`config.mk`:
```
export PLATFORM = sky130hd
export DESIGN_NAME = code_seq_detect
export DESIGN_NICKNAME = d
export VERILOG_FILES = /design/src/rtl/code_seq_pkg.sv /design/src/rtl/code_seq_strobe_edge.sv /design/src/rtl/code_seq_history.sv /design/src/rtl/code_seq_accum.sv /design/src/rtl/code_seq_ctrl.sv /design/src/rtl/code_seq_detect.sv
export SDC_FILE = /design/constraint.sdc
export NUM_CORES = 1
export LEC_CHECK = 0
export BUFFER_PORTS_ARGS = -buffer_cell sky130_fd_sc_hd__buf_2
export CORE_UTILIZATION = 35
export DETAILED_ROUTE_END_ITERATION = 12
export PLACE_DENSITY_LB_ADDON = 0.3
export SYNTH_ARGS = -nofsm -noshare
export SYNTH_HDL_FRONTEND = slang
export SYNTH_SLANG_ARGS = --single-unit
```
`constraint.sdc`:
```
create_clock -name clk -period 2.1 [get_ports clk]
set_input_delay 0.21 -clock clk [delete_from_list [all_inputs] [get_ports clk]]
set_output_delay 0.21 -clock clk [all_outputs]
set_load 0.01 [all_outputs]
```
`src/rtl/code_seq_pkg.sv`:
```
package code_seq_pkg;
  typedef enum logic [0:0] {
    CS_HUNT = 1'b0,
    CS_DONE = 1'b1
  } cs_state_e;
endpackage

```
`src/rtl/code_seq_strobe_edge.sv`:
```
module code_seq_strobe_edge #(
  parameter int SYNC_STAGES = 2
) (
  input  logic clk,
  input  logic rst,
  input  logic strobe_async,
  output logic rise_pulse
);
  logic [SYNC_STAGES-1:0] sync_q;
  logic                   prev_q;

  generate
    if (SYNC_STAGES == 1) begin : g_one
      always_ff @(posedge clk) begin
        if (rst) sync_q <= '0;
        else     sync_q <= strobe_async;
      end
    end else begin : g_chain
      always_ff @(posedge clk) begin
        if (rst) sync_q <= '0;
        else     sync_q <= {sync_q[SYNC_STAGES-2:0], strobe_async};
      end
    end
  endgenerate

  always_ff @(posedge clk) begin
    if (rst) prev_q <= 1'b0;
    else     prev_q <= sync_q[SYNC_STAGES-1];
  end

  assign rise_pulse = sync_q[SYNC_STAGES-1] & ~prev_q;
endmodule

```
`src/rtl/code_seq_history.sv`:
```
module code_seq_history #(
  parameter int DIGIT_W    = 4,
  parameter int NUM_DIGITS = 4,
  localparam int CODE_W    = DIGIT_W * NUM_DIGITS,
  localparam int FILL_W    = (NUM_DIGITS > 2) ? $clog2(NUM_DIGITS) : 1
) (
  input  logic              clk,
  input  logic              rst,
  input  logic              shift_en,
  input  logic [DIGIT_W-1:0] digit,
  input  logic [CODE_W-1:0]  code,
  output logic              hit
);
  localparam logic [FILL_W-1:0] FILL_MAX = FILL_W'(NUM_DIGITS - 1);

  logic [NUM_DIGITS-2:0][DIGIT_W-1:0] hist_q;
  logic [NUM_DIGITS-1:0][DIGIT_W-1:0] window;
  logic [NUM_DIGITS-1:0]              eq;
  logic [FILL_W-1:0]                  fill_q;

  // window[0] is the incoming digit (newest); window[k] is k digits older
  assign window[0] = digit;
  genvar k;
  generate
    for (k = 1; k < NUM_DIGITS; k++) begin : g_win
      assign window[k] = hist_q[k-1];
    end
    for (k = 0; k < NUM_DIGITS; k++) begin : g_cmp
      // newest digit pairs with the last code digit (highest slice)
      assign eq[k] = (window[k] == code[(NUM_DIGITS-1-k)*DIGIT_W +: DIGIT_W]);
    end
  endgenerate

  assign hit = (&eq) && (fill_q == FILL_MAX);

  always_ff @(posedge clk) begin
    if (rst) begin
      hist_q <= '0;
      fill_q <= '0;
    end else if (shift_en) begin
      hist_q <= window[NUM_DIGITS-2:0];
      if (fill_q != FILL_MAX) fill_q <= fill_q + 1'b1;
    end
  end
endmodule

```
`src/rtl/code_seq_accum.sv`:
```
module code_seq_accum #(
  parameter int DIGIT_W = 4,
  parameter int SUM_W   = 8
) (
  input  logic               clk,
  input  logic               rst,
  input  logic               add_en,
  input  logic [DIGIT_W-1:0] digit,
  output logic [SUM_W-1:0]   sum
);
  localparam int PAD_W = SUM_W - DIGIT_W;

  logic [SUM_W-1:0] sum_q;

  always_ff @(posedge clk) begin
    if (rst)         sum_q <= '0;
    else if (add_en) sum_q <= sum_q + {{PAD_W{1'b0}}, digit};
  end

  assign sum = sum_q;
endmodule

```
`src/rtl/code_seq_ctrl.sv`:
```
module code_seq_ctrl
  import code_seq_pkg::*;
(
  input  logic clk,
  input  logic rst,
  input  logic accept,
  input  logic hit,
  output logic take,
  output logic matched
);
  cs_state_e state_q, state_d;

  always_comb begin
    state_d = state_q;
    unique case (state_q)
      CS_HUNT: if (accept && hit) state_d = CS_DONE;
      CS_DONE: state_d = CS_DONE;
      default: state_d = CS_HUNT;
    endcase
  end

  always_ff @(posedge clk) begin
    if (rst) state_q <= CS_HUNT;
    else     state_q <= state_d;
  end

  assign take    = accept && (state_q == CS_HUNT);
  assign matched = (state_q == CS_DONE);
endmodule

```
`src/rtl/code_seq_detect.sv`:
```
module code_seq_detect #(
  parameter int DIGIT_W     = 4,
  parameter int NUM_DIGITS  = 4,
  parameter int SUM_W       = 8,
  parameter int SYNC_STAGES = 2,
  localparam int CODE_W     = DIGIT_W * NUM_DIGITS
) (
  input  logic               clk,
  input  logic               rst,
  input  logic [CODE_W-1:0]  code_word,
  input  logic [DIGIT_W-1:0] digit_in,
  input  logic               rd_strobe,
  output logic               match_o,
  output logic [SUM_W-1:0]   sum_o
);
  logic accept_pulse;
  logic take;
  logic hit;

  code_seq_strobe_edge #(.SYNC_STAGES(SYNC_STAGES)) u_edge (
    .clk          (clk),
    .rst          (rst),
    .strobe_async (rd_strobe),
    .rise_pulse   (accept_pulse)
  );

  code_seq_ctrl u_ctrl (
    .clk     (clk),
    .rst     (rst),
    .accept  (accept_pulse),
    .hit     (hit),
    .take    (take),
    .matched (match_o)
  );

  code_seq_history #(.DIGIT_W(DIGIT_W), .NUM_DIGITS(NUM_DIGITS)) u_hist (
    .clk      (clk),
    .rst      (rst),
    .shift_en (take),
    .digit    (digit_in),
    .code     (code_word),
    .hit      (hit)
  );

  code_seq_accum #(.DIGIT_W(DIGIT_W), .SUM_W(SUM_W)) u_acc (
    .clk    (clk),
    .rst    (rst),
    .add_en (take),
    .digit  (digit_in),
    .sum    (sum_o)
  );
endmodule

```
### Word level (Yosys, flattened, before mapping)

Index checks and enable logic that the tools add are counted.

* latch bits: 0
* logic and storage cells: 26
* RAM bits: 0
* bits in read-only memories: 0
* memories kept: 0
* register bits: 26

* bitwise operators: 3
* equality and inequality tests: 6
* $add $sub $neg: 2
* shift-type cells: 0
* reduce and logical (&&, ||, !) cells: 5
* magnitude comparators: 0
* div/mod/pow operators: 0
* muxes and demuxes: 2
* multipliers: 0

Operators by type and width (count)
* 4-bit equality test: 4
* 8-bit by 4-bit adder with 8-bit output: 1
* 4-bit AND reduction: 1
* 1-bit logical AND: 3
* 2-bit by 1-bit adder with 2-bit output (second input constant): 1
* 2-bit equality test (second input constant): 1
* 2-bit != test (second input constant): 1
* 1-bit NOT: 2
* 1-bit case mux with 2 select lines: 1
* 2-bit AND reduction: 1
* 1-bit bitwise AND: 1
* 1-bit two-way mux: 1

### Logic depth before layout (Yosys ltp)

Gate-level depths: netlist of run 1.

* depth after elaboration: 6
* mapped depth: 8

### By module

Synthesis of run 1 repeated with hierarchy kept, for this count alone.

* cell total of the unflattened synthesis: 134
* area total of the unflattened synthesis: 1265.0 sq um

By module, submodules not included
* code_seq_history: sequential area each 280.3 sq um, cells an instance 68, area an instance 680.7 sq um, times used 1
* code_seq_accum: sequential area each 160.2 sq um, cells an instance 55, area an instance 461.7 sq um, times used 1
* code_seq_strobe_edge: sequential area each 60.1 sq um, cells an instance 7, area an instance 87.6 sq um, times used 1
* code_seq_ctrl: sequential area each 20.0 sq um, cells an instance 4, area an instance 35.0 sq um, times used 1

### Worst setup path after synthesis of run 1

Ideal clock, no wire load.

* kind: reg-to-reg
* start: reg u_acc.sum_q[0] (netlist: u_acc.sum[0])
* end: reg u_acc.sum_q[6] (netlist: u_acc.sum[6])
* data required time: 1.972 ns
* cell stages (with the launch flop): 9
* slack: 0.299 ns
* arrival time: 1.674 ns
* clock period less this slack: 1.801 ns
* library setup time: 0.128 ns
* path through: dfxtp_1 > ha_1 > inv_1 > fa_1 > and2b_1 > o21ai_1 > a211oi_2 > xnor2_1 > nor2_1

* word-level cells in the longest chain between the ends: 1

Ends and longest elaborated chain
* start: declaration: line code_seq_accum.sv:13 `logic [SUM_W-1:0] sum_q;`
* start signal: assignment: line code_seq_accum.sv:17 `else if (add_en) sum_q <= sum_q + {{PAD_W{1'b0}}, digit};`
* 8-bit by 4-bit adder with 8-bit output: line code_seq_accum.sv:17

No other way between the ends.
A chain may end at the register's enable or synchronous reset.

### Final worst setup path of run 1

Same ends and word-level chain as after synthesis.

==> flow_metrics.tcl, run 1 <==
set metrics [dict create \
    die_x_um 61.88 \
    setup_viol_count_final 0 \
    dp_cells 220 \
    timing.final.ws_setup_ps 253.7 \
    clk_latency_ps 330 \
    period_needed_ps 1846 \
    crit_path_max_incr_delay_ps 390 \
    rsz0062_at_grt "no" \
    area_growth_pct 18.94 \
    max_freq_mhz 541.6 \
    worst_pin_slew_ps 477.0 \
    cts_tree "built" \
    slew_viol_final 0 \
    vias 1043 \
    grt_start_max_net_pins 27 \
    hpwlAfterDp_mm 1.894 \
    netlist_area_um2 1255 \
    ys_types 30 \
    route.detailed.drc 0 \
    crit_cells 8 \
    grt.total_usage_pct 14.37 \
    first_global_vias 970 \
    ys_seq_area_share_pct 41.48 \
    worst_setup_path_start_kind "flip-flop" \
    timing.critical_path.buf_inv 1 \
    hp-class "primary input to flip-flop" \
    syn_nets 177 \
    routabilityCongestion 0.8991 \
    postRouteAntennaNets 0 \
    cts.clk_slew.worst_paths_ps 150 \
    post_cts_buffers 0 \
    initial_core_util_pct 37.02 \
    required_ps 2320 \
    postCtsHoldBufs 0 \
    pin_count 32 \
    wl_per_cell_um 11.50 \
    relSlewSlack_pct 68.20 \
    whs_path_depth 2 \
    regArea_um2 520.5 \
    maxCapViolCount 0 \
    antenna_found_initial 0 \
    firstDrtPassIters 4 \
    clk_root_buffer_cell "clkbuf_4" \
    htree_levels 1 \
    port_buffers 31 \
    route.final.wire_length_mm 2.575 \
    clock_skew_ps 12.14 \
    ir_worst_vdd_mv 0.2442 \
    drt_iter0_drc 33 \
    cts_made_buffers 3 \
    hold_violations 0 \
    syn_inst 148 \
    path_cells "ha_1, inv_1, fa_1, and2b_1, o21ai_1, a211oi_2, xnor2_1, nor2_1" \
    critPathSlowestCell "fa_1" \
    drive_gt1_share_pct 21.35 \
    nets 208 \
    worst-setup-path-type "flip-flop to flip-flop" \
    outcome "finished clean" \
    arrival_ps 2070 \
    multi_input_area_um2 680.7 \
    diodes 0 \
    yosysWarnings 0 \
    fin_total_pwr_w 0.0009639 \
    worstRegToRegCells 8 \
    grt_pass1_wl_mm 4.057 \
    die_y_um 61.88 \
    avgSynthCellArea_um2 8.479 \
    die_area_um2 3829 \
    cts_buffer_depth 2 \
    coreArea_um2 3390 \
    pre_cts_ws_ps 270.2 \
    fin_util_pct 44.04 \
    end_kind "flip-flop" \
    numClockSinks 26 \
    p_leak_nw 0.6449 \
    nFillCells 348 \
    cts_resized 0 \
    critPathMaxFanout 3 \
    finalNonFillerCells 224 \
    crit_family "adder cells" \
    finalCritPeriodShare_pct 87.92 \
    grt-ovfl-total 0 \
    vias_per_cell 4.656 \
    powerDensity_nw_per_um2 645.7 \
    setup_tns_ps 0 \
    ys_seq_elements 26 \
    core.rowCount 21 \
]
==> power breakdown <==
group / leakage, nW / internal [W] / switching [W]
clock: 0.0279 / 0.000193 / 0.000152
sequential: 0.211 / 0.000504 / 0.00000785
combinational: 0.406 / 0.0000475 / 0.0000595
==> layer usage <==
metal	up-vias	share of wire [%]	global-route usage, %
li1	551	-	-
met5	-	0	0
met3	0	5.2	2.692
met1	465	49	18.56
met4	0	0	5.079
met2	27	46	23.96
==> final cells by class <==
type                    count  share of cell area [%]
repair buffers             32                   10.90
inverters                   5                   1.257
flip-flops and latches     26                   34.87
clock inverters             1                   2.012
clock buffers               3                   1.509
well taps                  46                   3.856
multi-input cells         111                   45.60
==> metrics by stage <==
step           cell area [µm²]  hold WS [ps]
2_1_floorplan             1255         338.2
3_3_place_gp              1440         416.2
3_5_place_dp              1440         429.6
4_1_cts                   1493         78.37
5_1_grt                   1493         102.3
6_report                  1493         81.41
==> path summary, 6_finish.rpt <==
check                                                    to  slack [ps]                        start
worst min register to register  u_edge.sync_q[1]$_SDFF_PP0_         460  u_edge.sync_q[0]$_SDFF_PP0_
worst min-delay path            u_edge.sync_q[0]$_SDFF_PP0_          80                    rd_strobe
worst max register to register    u_acc.sum[6]$_SDFFE_PP0P_         250    u_acc.sum[0]$_SDFFE_PP0P_
worst max-delay path              u_acc.sum[6]$_SDFFE_PP0P_         250    u_acc.sum[0]$_SDFFE_PP0P_
==> synth_stat cells <==
cell type / n / area share [%]
a211oi_2: 1 / 1.0
a211oi_1: 2 / 1.2
nor2_1: 8 / 2.4
o211ai_1: 1 / 0.60
a211o_1: 1 / 0.70
nor4_1: 3 / 1.5
buf_2: 1 / 0.40
a21o_1: 1 / 0.60
nand4_1: 1 / 0.50
and2_1: 1 / 0.50
buf_4: 1 / 0.60
nor3_1: 1 / 0.40
xnor2_1: 5 / 3.5
clkbuf_1: 3 / 0.90
nand2_2: 1 / 0.50
and2b_1: 1 / 0.60
nand2_1: 31 / 9.3
o22ai_1: 1 / 0.50
o21ai_0: 3 / 1.2
ha_1: 5 / 5.0
and3_1: 1 / 0.50
buf_6: 1 / 0.90
inv_1: 5 / 1.5
xor2_1: 17 / 12
nor2b_1: 4 / 2.0
dfxtp_1: 26 / 41
fa_1: 1 / 1.6
nand3_1: 3 / 1.2
o21ai_1: 1 / 0.40
a21oi_1: 17 / 6.8
==> worst reg2reg max path: stages, from the launching register on <==
cell      delay (ps)
dfxtp_1          380
ha_1             200
inv_1             60
fa_1             390
and2b_1          200
o21ai_1           80
a211oi_2         250
xnor2_1          140
nor2_1            50
==> kinds of logic after synthesis <==
group | Yosys count | synth area share [%]
compound gates | 28 | 12.96
xor+xnor | 22 | 15.35
fa+ha+maj | 6 | 6.580
buf+inv | 11 | 4.287
flops | 26 | 41.48
simple gates | 55 | 19.34
==> sequential cells by signal (all words and copies together), names as in the netlist <==
name and cells:
u_acc.sum 8, u_ctrl.matched 1, u_edge.prev_q 1, u_edge.sync_q 2
u_hist.fill_q 2, u_hist.hist_q 12
==> placed cells by master (no fill, tap or decap), types with 2 or more instances in the layout <==
cell and n:
a211oi_1 2, clkbuf_4 3, nor4_1 3, buf_2 31, xor2_1 17, o21ai_0 3, nor2_1 8, xnor2_1 5
nand2_1 31, a21oi_1 17, ha_1 5, nor2b_1 4, inv_1 5, dfxtp_1 26, nand3_1 3
Note: power is estimated with default switching activity, not from simulation.
==> inputs of run 2 (changes only) <==
--- a/config.mk
+++ b/config.mk
@@ -6,9 +6,11 @@
 export NUM_CORES = 1
 export LEC_CHECK = 0
 export BUFFER_PORTS_ARGS = -buffer_cell sky130_fd_sc_hd__buf_2
+export CORE_MARGIN = 4
 export CORE_UTILIZATION = 35
 export DETAILED_ROUTE_END_ITERATION = 12
 export PLACE_DENSITY_LB_ADDON = 0.3
 export SYNTH_ARGS = -nofsm -noshare
 export SYNTH_HDL_FRONTEND = slang
 export SYNTH_SLANG_ARGS = --single-unit
+export TNS_END_PERCENT = 1
==> run 2 against run 1 <==
Effect of this change: die area increased by 20%; first-iteration DRC count grew 120%; sequential share of layout area unchanged; critical path type unchanged; sequential cell count stayed put; total power shrank 0.67%; non-clock buffer count unchanged; register-to-register slack worse by 80 ps; design area did not move; cell count unchanged; count of clock-buffer cells in the layout unchanged.
==> flow_metrics.tcl, run 2 (synthesis gave the netlist of run 1 again) <==
set metrics [dict create \
    crit_path_max_incr_delay_ps 400 \
    area_growth_pct 18.94 \
    worstReg2RegEnd "u_acc.sum[6]$_SDFFE_PP0P_" \
    clk_latency_ps 310 \
    min_from "rd_strobe" \
    initial_core_util_pct 37.02 \
    cts_resized 0 \
    grt_start_max_net_pins 27 \
    cts_buffer_depth 2 \
    whs_path_depth 2 \
    finalCritPeriodShare_pct 91.93 \
    required_ps 2310 \
    worstRegToRegCells 8 \
    die_x_um 67.88 \
    rsz0062_at_grt "no" \
    die_y_um 67.88 \
    hp-class "primary input to flip-flop" \
    clock_skew_ps 4.896 \
    multi_input_area_um2 680.7 \
    worst-setup-path-type "flip-flop to flip-flop" \
    port_buffers 31 \
    route.detailed.drc 0 \
    nFillCells 362 \
    regArea_um2 520.5 \
    critPathSlowestCell "fa_1" \
    htree_levels 1 \
    worst_pin_slew_ps 464.5 \
    path_cells "ha_1, inv_1, fa_1, and2b_1, o21ai_1, a211oi_2, xnor2_1, nor2_1" \
    outcome "finished clean" \
    dpl_cell_area_um2 1440 \
    vias 1069 \
    top_register "u_hist.hist_q" \
    postRouteAntennaNets 0 \
    routabilityCongestion 0.8280 \
    fin_total_pwr_w 0.0009574 \
    max_freq_mhz 518.0 \
    die_area_um2 4608 \
    final_cell_mix "nand2_1, buf_2, dfxtp_1" \
    reg2reg_slack_ps 170 \
    timing.rr.start "u_acc.sum[0]$_SDFFE_PP0P_" \
    hpwlAfterDp_mm 2.116 \
    pre_cts_ws_ps 191.5 \
    setup_viol_count_final 0 \
    cts.clk_slew.worst_paths_ps 140 \
    slew_viol_final 0 \
    hold_violations 0 \
    p_leak_nw 0.6449 \
    largest_register_ffs 12 \
    ir_worst_vdd_mv 0.3097 \
    grt_pass1_wl_mm 4.485 \
    setup_tns_ps 0 \
    critPathMaxFanout 3 \
    drive_gt1_share_pct 21.35 \
    hold-path-endpoint "u_edge.sync_q[0]$_SDFF_PP0_" \
    pin_count 32 \
    clk_root_buffer_cell "clkbuf_4" \
    nets 208 \
    route.final.wire_length_mm 2.722 \
    cts_made_buffers 3 \
    vias_per_cell 4.772 \
    post_cts_buffers 0 \
    drt_iter0_drc 73 \
    end_kind "flip-flop" \
    numClockSinks 26 \
    period_needed_ps 1931 \
    coreArea_um2 3390 \
    antenna_found_initial 0 \
    diodes 0 \
    powerDensity_nw_per_um2 641.4 \
    relSlewSlack_pct 69.03 \
    grt-ovfl-total 0 \
    finish.instance_area_um2 1493 \
    cts_tree "built" \
    firstDrtPassIters 4 \
    maxCapViolCount 0 \
    worst_setup_path_start_kind "flip-flop" \
    wl_per_cell_um 12.15 \
    crit_family "adder cells" \
    postCtsHoldBufs 0 \
    core.rowCount 21 \
    arrival_ps 2140 \
    timing.final.ws_setup_ps 169.4 \
    first_global_vias 1065 \
    grt.total_usage_pct 12.85 \
    timing.critical_path.buf_inv 1 \
]
## run 2: area by class of cell
type	count	share of cell area, %
clock buffer	3	1.509
tap	46	3.856
timing repair buffer	32	10.90
multi-input combinational	111	45.60
clock inverter	1	2.012
inverter	5	1.257
sequential	26	34.87
## run 2: report_power, final
part	internal (W)	switching, W	total [W]
Combinational	0.0000475	0.0000595	0.000107
Sequential	0.000504	0.00000756	0.000511
Clock	0.000193	0.000146	0.000339
## run 2: layer usage
metal / track usage (%) / up-vias / part of all wire (%)
met1: 15.79 / 488 / 44
li1: - / 549 / -
met4: 4.467 / 0 / 0.59
met5: 0 / - / 0
met3: 4.105 / 2 / 9.3
met2: 21.14 / 30 / 46
## run 2: how the worst max path moves through the flow
stage / start / to / slack (ps) / cells past startpoint
6_report: u_acc.sum[0]$_SDFFE_PP0P_ / u_acc.sum[6]$_SDFFE_PP0P_ / 170 / 8
3_3_place_gp: digit_in[0] / u_acc.sum[6]$_SDFFE_PP0P_ / 290 / 9
4_1_cts: u_acc.sum[0]$_SDFFE_PP0P_ / u_acc.sum[6]$_SDFFE_PP0P_ / 170 / 8
3_5_place_dp: digit_in[0] / u_acc.sum[6]$_SDFFE_PP0P_ / 190 / 9
2_1_floorplan: u_acc.sum[0]$_SDFFE_PP0P_ / u_acc.sum[6]$_SDFFE_PP0P_ / 300 / 8
5_1_grt: u_acc.sum[0]$_SDFFE_PP0P_ / u_acc.sum[6]$_SDFFE_PP0P_ / 100 / 8
## run 2: stage by stage
stage | hold slack, ps | utilization [%] | cells
floorplan | 338.2 | - | 148
finish | 99.40 | 44.04 | 224
detailed placement | 426.8 | 42.49 | 220
global route | 107.1 | 44.04 | 224
CTS | 89.38 | 44.04 | 224
global placement | 417.3 | 42.49 | 220
## run 2: worst register-to-register path, stage by stage, from the launching register on
cell	delay (ps)
dfxtp_1	380
ha_1	210
inv_1	70
fa_1	400
and2b_1	220
o21ai_1	90
a211oi_2	240
xnor2_1	150
nor2_1	60
